==> config.mk <==
export PLATFORM = sky130hd
export DESIGN_NAME = cnt28_timer
export DESIGN_NICKNAME = d
export VERILOG_FILES = /design/src/rtl/cnt28_pkg.sv /design/src/rtl/cnt28_prescale.sv /design/src/rtl/cnt28_core.sv /design/src/rtl/cnt28_irqflag.sv /design/src/rtl/cnt28_timer.sv
export SDC_FILE = /design/constraint.sdc
export NUM_CORES = 1
export LEC_CHECK = 0
export BUFFER_PORTS_ARGS = -buffer_cell sky130_fd_sc_hd__buf_4
export CAP_MARGIN = 20
export CORE_MARGIN = 2
export CORE_UTILIZATION = 60
export DETAILED_ROUTE_END_ITERATION = 12
export GPL_TIMING_DRIVEN = 0
export PLACE_DENSITY = 0.78
export RECOVER_POWER = 25
export SYNTH_ARGS = -nofsm -noshare
export SYNTH_HDL_FRONTEND = slang
export SYNTH_SLANG_ARGS = --single-unit
export TNS_END_PERCENT = 5
==> constraint.sdc <==
create_clock -name clk -period 4.1 [get_ports clk]
set_input_delay 0.41 -clock clk [delete_from_list [all_inputs] [get_ports clk]]
set_output_delay 0.41 -clock clk [all_outputs]
set_load 0.005 [all_outputs]
==> src/rtl/cnt28_pkg.sv <==
package cnt28_pkg;
  // word indices selected by bus_addr[3:2]
  localparam logic [1:0] W_END  = 2'd0;
  localparam logic [1:0] W_CNT  = 2'd1;
  localparam logic [1:0] W_CTRL = 2'd2;
  localparam logic [1:0] W_IRQ  = 2'd3;

  // bit positions software relies on
  localparam int B_RUN  = 28;
  localparam int B_MODE = 24;
  localparam int B_IEN  = 20;
  localparam int B_PEND = 16;

  typedef enum logic {
    MODE_ONESHOT = 1'b0,
    MODE_FREE    = 1'b1
  } tmode_e;
endpackage

==> src/rtl/cnt28_prescale.sv <==
module cnt28_prescale #(
  parameter int DW = 16
) (
  input  logic          clk,
  input  logic          rst_n,
  input  logic          run,
  input  logic          restart,
  input  logic [DW-1:0] div,
  output logic          tick
);
  logic [DW-1:0] pcnt;
  logic          at_last;

  always_comb begin
    at_last = (div <= DW'(1)) || (pcnt == div - DW'(1));
    tick    = run && !restart && at_last;
  end

  always_ff @(posedge clk or negedge rst_n) begin
    if (!rst_n)                       pcnt <= '0;
    else if (restart || !run || tick) pcnt <= '0;
    else                              pcnt <= pcnt + DW'(1);
  end


  prescale_gap_chk: assert property (@(posedge clk) disable iff (!rst_n)
    (tick && div > DW'(1)) |=> !tick);
endmodule

==> src/rtl/cnt28_core.sv <==
module cnt28_core #(
  parameter int CW = 28
) (
  input  logic          clk,
  input  logic          rst_n,
  input  logic          tick,
  input  logic          load,
  input  logic [CW-1:0] load_val,
  input  logic [CW-1:0] end_val,
  output logic [CW-1:0] count,
  output logic          wrap
);
  logic [CW-1:0] step;
  logic          at_top;

  always_comb begin
    step   = count + CW'(1);
    at_top = &count;
    wrap   = tick && !load && (at_top || step == end_val);
  end

  always_ff @(posedge clk or negedge rst_n) begin
    if (!rst_n)    count <= '0;
    else if (load) count <= load_val;
    else if (wrap) count <= '0;
    else if (tick) count <= step;
  end


  wrap_zero_chk: assert property (@(posedge clk) disable iff (!rst_n)
    wrap |=> (count == '0));

  idle_hold_chk: assert property (@(posedge clk) disable iff (!rst_n)
    (!tick && !load) |=> $stable(count));

  load_wins_chk: assert property (@(posedge clk) disable iff (!rst_n)
    load |=> (count == $past(load_val)));
endmodule

==> src/rtl/cnt28_irqflag.sv <==
module cnt28_irqflag (
  input  logic clk,
  input  logic rst_n,
  input  logic wrap,
  input  logic cfg_wr,
  input  logic en_in,
  input  logic clr_in,
  output logic en,
  output logic pend,
  output logic irq
);
  always_ff @(posedge clk or negedge rst_n) begin
    if (!rst_n) begin
      en   <= 1'b0;
      pend <= 1'b0;
    end else begin
      if (cfg_wr) en <= en_in;
      if (wrap)                  pend <= 1'b1;
      else if (cfg_wr && clr_in) pend <= 1'b0;
    end
  end

  assign irq = en & pend;


  wrap_wins_chk: assert property (@(posedge clk) disable iff (!rst_n)
    wrap |=> pend);

  pend_sticky_chk: assert property (@(posedge clk) disable iff (!rst_n)
    (pend && !(cfg_wr && clr_in)) |=> pend);
endmodule

==> src/rtl/cnt28_timer.sv <==
module cnt28_timer
  import cnt28_pkg::*;
#(
  parameter int CW = 28,
  parameter int DW = 16
) (
  input  logic        clk,
  input  logic        rst_n,
  input  logic        bus_wr,
  input  logic [3:0]  bus_addr,
  input  logic [31:0] bus_wdata,
  output logic [31:0] bus_rdata,
  output logic        irq_o
);
  localparam int PADW = 32 - CW;

  logic [1:0]    widx;
  logic          end_wr, cnt_wr, ctrl_wr, irq_wr;
  logic          run;
  tmode_e        mode;
  logic [DW-1:0] div;
  logic [CW-1:0] end_val, count;
  logic          tick, wrap, ien, pend;

  always_comb begin
    widx    = bus_addr[3:2];
    end_wr  = bus_wr && (widx == W_END);
    cnt_wr  = bus_wr && (widx == W_CNT);
    ctrl_wr = bus_wr && (widx == W_CTRL);
    irq_wr  = bus_wr && (widx == W_IRQ);
  end

  always_ff @(posedge clk or negedge rst_n) begin
    if (!rst_n) begin
      run  <= 1'b0;
      mode <= MODE_ONESHOT;
      div  <= '0;
    end else if (ctrl_wr) begin
      run  <= bus_wdata[B_RUN];
      mode <= tmode_e'(bus_wdata[B_MODE]);
      div  <= bus_wdata[DW-1:0];
    end else if (wrap && mode == MODE_ONESHOT) begin
      run  <= 1'b0;
    end
  end

  always_ff @(posedge clk or negedge rst_n) begin
    if (!rst_n)      end_val <= '0;
    else if (end_wr) end_val <= bus_wdata[CW-1:0];
  end

  cnt28_prescale #(.DW(DW)) u_pre (
    .clk     (clk),
    .rst_n   (rst_n),
    .run     (run),
    .restart (ctrl_wr),
    .div     (div),
    .tick    (tick)
  );

  cnt28_core #(.CW(CW)) u_core (
    .clk      (clk),
    .rst_n    (rst_n),
    .tick     (tick),
    .load     (cnt_wr),
    .load_val (bus_wdata[CW-1:0]),
    .end_val  (end_val),
    .count    (count),
    .wrap     (wrap)
  );

  cnt28_irqflag u_irq (
    .clk    (clk),
    .rst_n  (rst_n),
    .wrap   (wrap),
    .cfg_wr (irq_wr),
    .en_in  (bus_wdata[B_IEN]),
    .clr_in (bus_wdata[B_PEND]),
    .en     (ien),
    .pend   (pend),
    .irq    (irq_o)
  );

  always_comb begin
    bus_rdata = '0;
    unique case (widx)
      W_END:  bus_rdata = {{PADW{1'b0}}, end_val};
      W_CNT:  bus_rdata = {{PADW{1'b0}}, count};
      W_CTRL: begin
        bus_rdata[B_RUN]  = run;
        bus_rdata[B_MODE] = mode;
        bus_rdata[DW-1:0] = div;
      end
      default: begin
        bus_rdata[B_IEN]  = ien;
        bus_rdata[B_PEND] = pend;
      end
    endcase
  end


  oneshot_halt_chk: assert property (@(posedge clk) disable iff (!rst_n)
    (wrap && mode == MODE_ONESHOT && !ctrl_wr) |=> !run);

  free_keep_chk: assert property (@(posedge clk) disable iff (!rst_n)
    (wrap && mode == MODE_FREE && !ctrl_wr) |=> run);
endmodule

==> results of run 1 <==
## synthesized netlist by cell type (3+ instances only)
master | count | area, sq um
sky130_fd_sc_hd__a21oi_1 | 15 | 75.07
sky130_fd_sc_hd__a22o_1 | 3 | 26.28
sky130_fd_sc_hd__a31oi_1 | 6 | 37.54
sky130_fd_sc_hd__and2_1 | 8 | 50.05
sky130_fd_sc_hd__and3_1 | 10 | 62.56
sky130_fd_sc_hd__and3b_1 | 3 | 26.28
sky130_fd_sc_hd__and4_1 | 7 | 61.31
sky130_fd_sc_hd__buf_2 | 8 | 40.04
sky130_fd_sc_hd__buf_4 | 5 | 37.54
sky130_fd_sc_hd__buf_6 | 7 | 78.83
sky130_fd_sc_hd__clkbuf_1 | 41 | 153.9
sky130_fd_sc_hd__dfrtp_1 | 92 | 2302
sky130_fd_sc_hd__ha_1 | 4 | 50.05
sky130_fd_sc_hd__inv_1 | 16 | 60.06
sky130_fd_sc_hd__mux2_2 | 32 | 360.4
sky130_fd_sc_hd__mux2i_1 | 29 | 290.3
sky130_fd_sc_hd__nand2_1 | 132 | 495.5
sky130_fd_sc_hd__nand3_1 | 32 | 160.2
sky130_fd_sc_hd__nand3b_1 | 3 | 22.52
sky130_fd_sc_hd__nand4_1 | 25 | 156.4
sky130_fd_sc_hd__nand4b_1 | 3 | 26.28
sky130_fd_sc_hd__nor2_1 | 65 | 244.0
sky130_fd_sc_hd__nor3_1 | 19 | 95.09
sky130_fd_sc_hd__nor3b_1 | 6 | 45.04
sky130_fd_sc_hd__nor4_1 | 9 | 56.30
sky130_fd_sc_hd__o2111ai_1 | 5 | 43.79
sky130_fd_sc_hd__o211ai_1 | 9 | 67.56
sky130_fd_sc_hd__o21ai_0 | 46 | 230.2
sky130_fd_sc_hd__o311ai_1 | 6 | 52.55
sky130_fd_sc_hd__o31a_1 | 3 | 26.28
sky130_fd_sc_hd__o31ai_1 | 6 | 45.04
sky130_fd_sc_hd__or2_2 | 4 | 25.02
sky130_fd_sc_hd__or3_1 | 3 | 18.77
sky130_fd_sc_hd__or4_1 | 4 | 30.03
sky130_fd_sc_hd__xnor2_1 | 42 | 367.9
sky130_fd_sc_hd__xor2_1 | 32 | 280.3
## worst min-delay path, delay by kind of cell
family | cells | cell delay, ns
buffers and inverters | 1 | 0.09
and+or+nand+nor | 2 | 0.08
## what timing repair did
action / CTS / global route
setup endpoints to repair: 3 / 23
endpoints found under the hold margin: 6 / 0
gates resized for setup: 1 / 4
cloned: 0 / 0
hold buffers: 1 / 0
buffers inserted: 0 / 0
## power by group
part           switching [W]  total [W]  leakage (nW)  internal, W
clock               0.000383   0.000981         0.163     0.000598
sequential          0.000143    0.00117          1.11      0.00103
combinational       0.000619    0.00107          2.03     0.000452
total                0.00115    0.00323          3.31      0.00208
## area by class of cell
type | count | area, sq um
Clock inverter | 6 | 111.4
Sequential cell | 92 | 2302
Timing Repair Buffer | 64 | 474.2
Clock buffer | 10 | 229.0
Inverter | 16 | 60.06
Buffer | 68 | 370.4
Fill cell | 872 | 3115
Tap cell | 140 | 175.2
Multi-Input combinational cell | 633 | 4145
## metrics by stage
stage                     total power (W)  cells   TNS [ns]
after detailed placement         0.002225   1011   -0.01501
final                            0.003227   1029          0
after CTS                        0.003196   1028          0
after global routing             0.003360   1029          0
after global placement           0.002188   1010  -0.004848
after floorplan                  0.001864    809          0
## worst paths after layout
path,depth (start not counted),startpoint,end
hold reg to reg,1,u_irq.pend$_DFFE_PN0P_,u_irq.pend$_DFFE_PN0P_
max in group asynchronous,3,rst_n,end_val[21]$_DFFE_PN0P_
hold / removal,3,bus_wdata[14],div[14]$_DFFE_PN0P_
setup / recovery,12,u_core.count[1]$_DFFE_PN0P_,u_core.count[20]$_DFFE_PN0P_
min in group asynchronous,2,rst_n,run$_DFFE_PN0P_
setup reg to reg,12,u_core.count[1]$_DFFE_PN0P_,u_core.count[20]$_DFFE_PN0P_
## per-layer routing
| metal | routed length [microns] | share of wire |
|---|---|---|
| met1 | 9422 | 0.42 |
| met2 | 10120 | 0.45 |
| met4 | 885 | 0.039 |
| met3 | 2036 | 0.091 |
| met5 | 0 | 0 |
## logic make-up after synthesis
kind of cell    after synthesis  share of synthesized area
xor+xnor                     74                    0.09473
compound gates              136                     0.1390
fa+ha+maj                     4                   0.007316
mux                          61                    0.09510
simple gates                355                     0.2639
buf+inv                      84                    0.06291
other cells                   1                  0.0005481
flops                        92                     0.3365
## sequential cells by signal, summed over array words and instances, names as in the netlist
signal and cells:
div 16, end_val 28, mode 1, run 1, u_core.count 28, u_irq.en 1
u_irq.pend 1, u_pre.pcnt 16
==> out/summary.log, run 1 <==
[outcome] outcome complete, but fails checks
[outcome] failing checks capacitance limit, slew limit
[clock_network] maximum level of the CTS H-tree 3
[sta] count of final max-slew check failures 95
[finish] share of layout cells above drive strength 1 0.1811
[global_route] met2 routing resource usage after global routing 0.5775
[global_route] total overflow reported by the global router 0
[clock_network] sinks on the clock net 92
[sta] Final Cycle Share 0.9646
[global_route] GRT Max-Usage Layer met2
[worst_setup_path] type of the setup path with the least slack flip-flop to flip-flop
[worst_setup_path] data required time of the critical path 4.36 ns
[global_route] met3 Usage GRT 0.05085
[hold_path] class of the most critical hold timing path input pin to flip-flop
[die] std cell rows 38
[sta] tightest hold margin 0.2599 ns
[worst_setup_path] cell with the largest stage delay on the worst path sky130_fd_sc_hd__dfrtp_1
[sta] number of hold violations in the final report 0
[logic_synthesis] dominant synthesized flop cell sky130_fd_sc_hd__dfrtp_1
[die] die span in x 110.8 microns
[sta] measured slew at the worst slew-check pin 1.602 ns
[die] starting density of the core 0.6229
[place] input/output buffers 61
[logic_synthesis] Post-Synthesis Cell Area 6842 sq um
[finish] highest-count cells in the layout ignoring fill and taps 131 x sky130_fd_sc_hd__nand2_1, 92 x sky130_fd_sc_hd__dfrtp_1, 65 x sky130_fd_sc_hd__nor2_1, 65 x sky130_fd_sc_hd__buf_4, 46 x sky130_fd_sc_hd__o21ai_0
[place] half-perimeter wire length after detailed placement 16,910 microns
[global_route] number of global-route vias before repair 6,613
[route] TritonRoute pass-1 iters 5
[route] drc violations 0
[worst_setup_path] biggest fanout along the worst timing path 10
[power] Cell Pwr Density 410.2 nW/um^2
[logic_synthesis] sequential area share after synthesis 0.3365
[global_route] wire length of the first global-routing pass 35,900 microns
[die] I/O pin total 72
[place] Post-Place Setup Slack -0.01501 ns
[sta] worst slew slack as a fraction of its limit -0.06788
[clock_network] CTS max path bufs 2
[logic_synthesis] Mean Syn Cell Area 8.478 sq um
[clock_network] clock tree root buffer cell sky130_fd_sc_hd__clkbuf_16
[logic_synthesis] cell count after synthesis 807
[clock_network] latest clock arrival within the worst-skew pair 0.36 ns
[global_route] number of antenna violations at the first check in global routing 0
[finish] antenna diode count 0
[logic_synthesis] number of enable-type register cells in the synthesized netlist 0
[finish] post-route core utilization 0.7163
[power] VDD IR-drop max 0.3268 mV
[route] total wire length 22,470 microns
[global_route] GRT Total Usage 0.3716
[worst_setup_path] buffers and inverters on the worst path 2
[clock_network] Worst-path clk slew 0.07 ns
[logic_synthesis] flops & latches, synth 92
[run] max_cap viols 2
[sta] # setup viols final 0
[worst_setup_path] launching element type of the critical path flip-flop
[finish] most common cell after layout, fill and taps aside sky130_fd_sc_hd__nand2_1
[worst_setup_path] worst reg2reg setup slack 0.15 ns
[finish] fin nets 927
[worst_setup_path] cells along the critical path ha_1, nand3_1, clkbuf_1, nor3_4, nand4_1, xnor2_1, nor4_1, and4_1, clkbuf_4, nor2_4, nand2_1, o311ai_1
[route] post-DR wirelength/cell 21.83 microns
[sta] Fmax achieved 252.9 MHz
[worst_setup_path] Data arrival, critical path 4.21 ns
[global_route] pin count of the biggest net entering global routing 65
[worst_setup_path] Crit path max-delay family simple AND/OR/NAND/NOR gates
[route] via density per instance 6.554
[clock_network] number of buffers added by the clock tree synthesis step 9
[sta] Worst Clk Skew 0.006751 ns
[sta] fin crit period 3.955 ns
[power] static leakage power 3.307 nW
[route] total number of vias 6,744
[logic_synthesis] Distinct cells, synth 85
[die] total die area 12,270 sq um
[finish] final cell area excluding filler cells 7868 sq um
[place] Placer Congestion 1.010
[place] Post-Place Cell Area 7510 sq um
[clock_network] TritonCTS clock tree yes
[finish] area added between synthesis and finish 15.00%
[sta] minimum setup slack in the final design 0.1452 ns
[worst_setup_path] worst stage delay on the critical path 0.47 ns
[global_route] global routing usage on met1 0.5126
[route] number of nets with antenna violations after routing 0
[die] Die Span Y 110.8 microns
[logic_synthesis] fraction of synthesis flops using an asynchronous set or reset pin 1.000
[route] Detailed Route Iter0 Violations 703
[worst_setup_path] endpoint kind of the worst setup timing path flip-flop
[logic_synthesis] Yosys warning total 0
[die] core outline area 10,980 sq um
[sta] unrepaired setup endpoints after global routing no
Note: power is estimated with default switching activity, not from simulation.
==> inputs of run 2 (changes only) <==
--- a/config.mk
+++ b/config.mk
@@ -15,5 +15,6 @@
 export RECOVER_POWER = 25
 export SYNTH_ARGS = -nofsm -noshare
 export SYNTH_HDL_FRONTEND = slang
+export SYNTH_HIERARCHICAL = 1
 export SYNTH_SLANG_ARGS = --single-unit
 export TNS_END_PERCENT = 5
==> out/summary.log, run 2 <==
[outcome] outcome complete, but fails checks
[outcome] failing checks capacitance limit, slew limit
[sta] tightest hold margin 0.2729 ns
[die] starting density of the core 0.6114
[sta] Final Cycle Share 0.9610
[power] static leakage power 3.266 nW
[finish] most common cell after layout, fill and taps aside sky130_fd_sc_hd__dfrtp_1
[worst_setup_path] biggest fanout along the worst timing path 10
[route] total wire length 23,130 microns
[finish] post-route core utilization 0.6935
[route] via density per instance 6.797
[finish] filler-free cell count of the finished design 1,016
[hold_path] class of the most critical hold timing path input pin to flip-flop
[finish] area added between synthesis and finish 13.43%
[route] TritonRoute pass-1 iters 5
[die] Die Span Y 114.4 microns
[clock_network] sinks on the clock net 92
[clock_network] latest clock arrival within the worst-skew pair 0.36 ns
[clock_network] maximum level of the CTS H-tree 3
[clock_network] CTS max path bufs 2
[global_route] pin count of the biggest net entering global routing 93
[clock_network] TritonCTS clock tree yes
[route] number of nets with antenna violations after routing 0
[logic_synthesis] Yosys warning total 6
[logic_synthesis] most area-consuming cells after synthesis sky130_fd_sc_hd__dfrtp_1 31%, sky130_fd_sc_hd__xor2_1 4.6%, sky130_fd_sc_hd__mux2_2 4.5%
[logic_synthesis] leading post-synthesis cells by instance count 92 x sky130_fd_sc_hd__dfrtp_1, 57 x sky130_fd_sc_hd__nand2_1, 52 x sky130_fd_sc_hd__nor2_1
[finish] fin nets 907
[power] Combinational Power Share 0.324
[global_route] number of global-route vias before repair 6,701
[worst_setup_path] cell with the largest stage delay on the worst path sky130_fd_sc_hd__dfrtp_1
[place] input/output buffers 61
[sta] count of final max-slew check failures 38
[die] total die area 13,090 sq um
[finish] antenna diode count 0
[worst_setup_path] launching element type of the critical path flip-flop
[logic_synthesis] top cell type by total area after synthesis sky130_fd_sc_hd__dfrtp_1
[power] clock power share 0.279
[sta] number of hold violations in the final report 0
[clock_network] clock tree root buffer cell sky130_fd_sc_hd__clkbuf_16
[power] VDD IR-drop max 0.3031 mV
[logic_synthesis] Post-Synthesis Cell Area 7313 sq um
[route] total number of vias 6,906
[global_route] number of antenna violations at the first check in global routing 0
[worst_setup_path] most used cell along the critical path sky130_fd_sc_hd__inv_1
[place] Placer Congestion 0.9704
[worst_setup_path] Crit path max-delay family compound AO/OA/AOI/OAI gates
[clock_network] number of buffers added by the clock tree synthesis step 9
[global_route] wire length of the first global-routing pass 36,560 microns
[die] die span in x 114.4 microns
[route] drc violations 0
[sta] Setup Total Neg Slack 0 ns
[power] internal power of the cells 0.001893 W
[logic_synthesis] dominant synthesized flop cell sky130_fd_sc_hd__dfrtp_1
[worst_setup_path] data required time of the critical path 4.32 ns
[die] I/O pin total 72
[logic_synthesis] cell with the most instances after synthesis sky130_fd_sc_hd__dfrtp_1
[sta] worst slew slack as a fraction of its limit -0.3795
[power] switch share 0.3720
[logic_synthesis] fraction of synthesis flops using an asynchronous set or reset pin 1.000
[logic_synthesis] Mean Syn Cell Area 9.269 sq um
[logic_synthesis] proportion of netlist area held by the largest area contributor 0.3148
[route] Detailed Route Iter0 Violations 631
[worst_setup_path] endpoint kind of the worst setup timing path flip-flop
[finish] share of layout cells above drive strength 1 0.2543
[worst_setup_path] worst stage delay on the critical path 0.52 ns
[sta] # setup viols final 0
[sta] measured slew at the worst slew-check pin 2.069 ns
[logic_synthesis] sequential area share after synthesis 0.3148
[worst_setup_path] Data arrival, critical path 4.16 ns
[global_route] total overflow reported by the global router 0
[place] half-perimeter wire length after detailed placement 17,320 microns
[sta] fin crit period 3.940 ns
[route] post-DR wirelength/cell 22.77 microns
[logic_synthesis] flops & latches, synth 92
[logic_synthesis] number of enable-type register cells in the synthesized netlist 0
[logic_synthesis] Distinct cells, synth 86
[clock_network] Setup Fix Bufs, Post-CTS 0
[place] Inst Count DP 999
[sta] Worst Clk Skew 0.007831 ns
[power] Switching Power 0.001121 W
[run] max_cap viols 1
[logic_synthesis] cell count after synthesis 789
[power] relative contribution of sequential cells to total power 0.397
[die] std cell rows 40
[worst_setup_path] buffers and inverters on the worst path 4
[worst_setup_path] cells along the critical path inv_1, ha_1, o21ba_2, a221oi_1, a31oi_1, a211oi_2, nand4_1, a21boi_4, inv_1, clkbuf_1, clkbuf_2, a22oi_1, o21ai_1
[worst_setup_path] type of the setup path with the least slack flip-flop to flip-flop
[clock_network] Worst-path clk slew 0.07 ns
[power] Total Power Consumption 0.003014 W
[global_route] GRT Total Usage 0.3645
[finish] leading registers by flop count end_val: 28 flops, u_core/count: 28 flops
[die] core outline area 11,960 sq um
[finish] highest-count cells in the layout ignoring fill and taps 91 x sky130_fd_sc_hd__dfrtp_1, 70 x sky130_fd_sc_hd__buf_4, 57 x sky130_fd_sc_hd__nand2_1
[power] Cell Pwr Density 363.3 nW/um^2
[clock_network] hold buffer count at CTS 0
[sta] Fmax achieved 253.8 MHz
[run 2: changes by cell type after synthesis, moves of 13 or more]
cell	previous run	this run
sky130_fd_sc_hd__o2bb2ai_1	1	18
sky130_fd_sc_hd__clkbuf_1	41	24
sky130_fd_sc_hd__nand2_1	132	57
sky130_fd_sc_hd__mux2_4	0	21
sky130_fd_sc_hd__o21ai_0	46	32
sky130_fd_sc_hd__nor2_1	65	52
[run 2: routing by layer]
layer | part of all wire | vias to the layer above | global-route usage | wire, microns
li1 | - | 3070 | - | -
met2 | 0.46 | 406 | 0.5890 | 10740
met4 | 0.049 | 0 | 0.1870 | 1125
met1 | 0.41 | 3345 | 0.4775 | 9392
met3 | 0.081 | 85 | 0.05135 | 1871
met5 | 0 | - | 0 | 0
[run 2: power by group through the flow]
| stage | clock network [W] | logic, W | registers, W |
|---|---|---|---|
| detailed placement | 0 | 0.000947 | 0.00121 |
| global route | 0.000889 | 0.00105 | 0.00121 |
| global placement | 0 | 0.000930 | 0.00120 |
| CTS | 0.000852 | 0.000955 | 0.00119 |
| finish | 0.000842 | 0.000976 | 0.00120 |
| floorplan | 0 | 0.000675 | 0.00115 |
[run 2: kinds of logic (layout without fill, tap and decap cells)]
family                     Yosys count  count (layout)  share of synthesized area
AOI/OAI and AO/OA                  159             159                     0.1531
xor gates and xnor gates            73              73                    0.08845
adders and majority gates            4               4                   0.006844
buffers and inverters               76             154                    0.05834
DFF                                 92              92                     0.3148
muxes                               84              84                     0.1346
other                                1               3                  0.0005128
and+or+nand+nor                    300             300                     0.2433
[run 2: worst paths after layout]
path	from	to	slack [ns]	cells past startpoint
worst max register to register	div[0]$_DFFE_PN0P_	u_core/count[7]$_DFFE_PN0P_	0.16	13
min in group asynchronous	rst_n	end_val[17]$_DFFE_PN0P_	0.62	1
worst max-delay path	div[0]$_DFFE_PN0P_	u_core/count[7]$_DFFE_PN0P_	0.16	13
worst min register to register	u_irq/pend$_DFFE_PN0P_	u_irq/pend$_DFFE_PN0P_	0.51	1
max in group asynchronous	rst_n	u_core/count[0]$_DFFE_PN0P_	1.10	2
worst min-delay path	bus_wdata[17]	u_core/count[17]$_DFFE_PN0P_	0.27	3
[run 2: area by class of cell]
cell class | count | area [sq um]
multi-input combinational | 623 | 4624
sequential | 92 | 2303
clock buffer | 9 | 225.2
fill | 930 | 3666
inverter | 13 | 51.30
buffer | 63 | 380.4
tap | 147 | 183.9
timing repair buffer | 62 | 459.2
clock inverter | 7 | 67.56
[run 2: per-stage QoR]
step / worst slack [ns] / cell area (sq um)
6_report: 0.1599 / 8295
5_1_grt: -0.01316 / 8295
4_1_cts: 0.03657 / 8272
3_5_place_dp: -0.3261 / 7963
3_3_place_gp: -0.2624 / 7963
2_1_floorplan: 0.7761 / 7321
[run 2: worst reg2reg max path, stage by stage (launching register included)]
cell,delay (ns)
sky130_fd_sc_hd__dfrtp_1,0.52
sky130_fd_sc_hd__inv_1,0.10
sky130_fd_sc_hd__ha_1,0.27
sky130_fd_sc_hd__o21ba_2,0.23
sky130_fd_sc_hd__a221oi_1,0.33
sky130_fd_sc_hd__a31oi_1,0.13
sky130_fd_sc_hd__a211oi_2,0.22
sky130_fd_sc_hd__nand4_1,0.36
sky130_fd_sc_hd__a21boi_4,0.36
sky130_fd_sc_hd__inv_1,0.18
sky130_fd_sc_hd__clkbuf_1,0.35
sky130_fd_sc_hd__clkbuf_2,0.38
sky130_fd_sc_hd__a22oi_1,0.28
sky130_fd_sc_hd__o21ai_1,0.09
[run 2: repair_timing]
item | in CTS | in global routing
gates resized for setup | 4 | 11
pin swaps | 0 | 1
setup endpoints to repair | 25 | 25
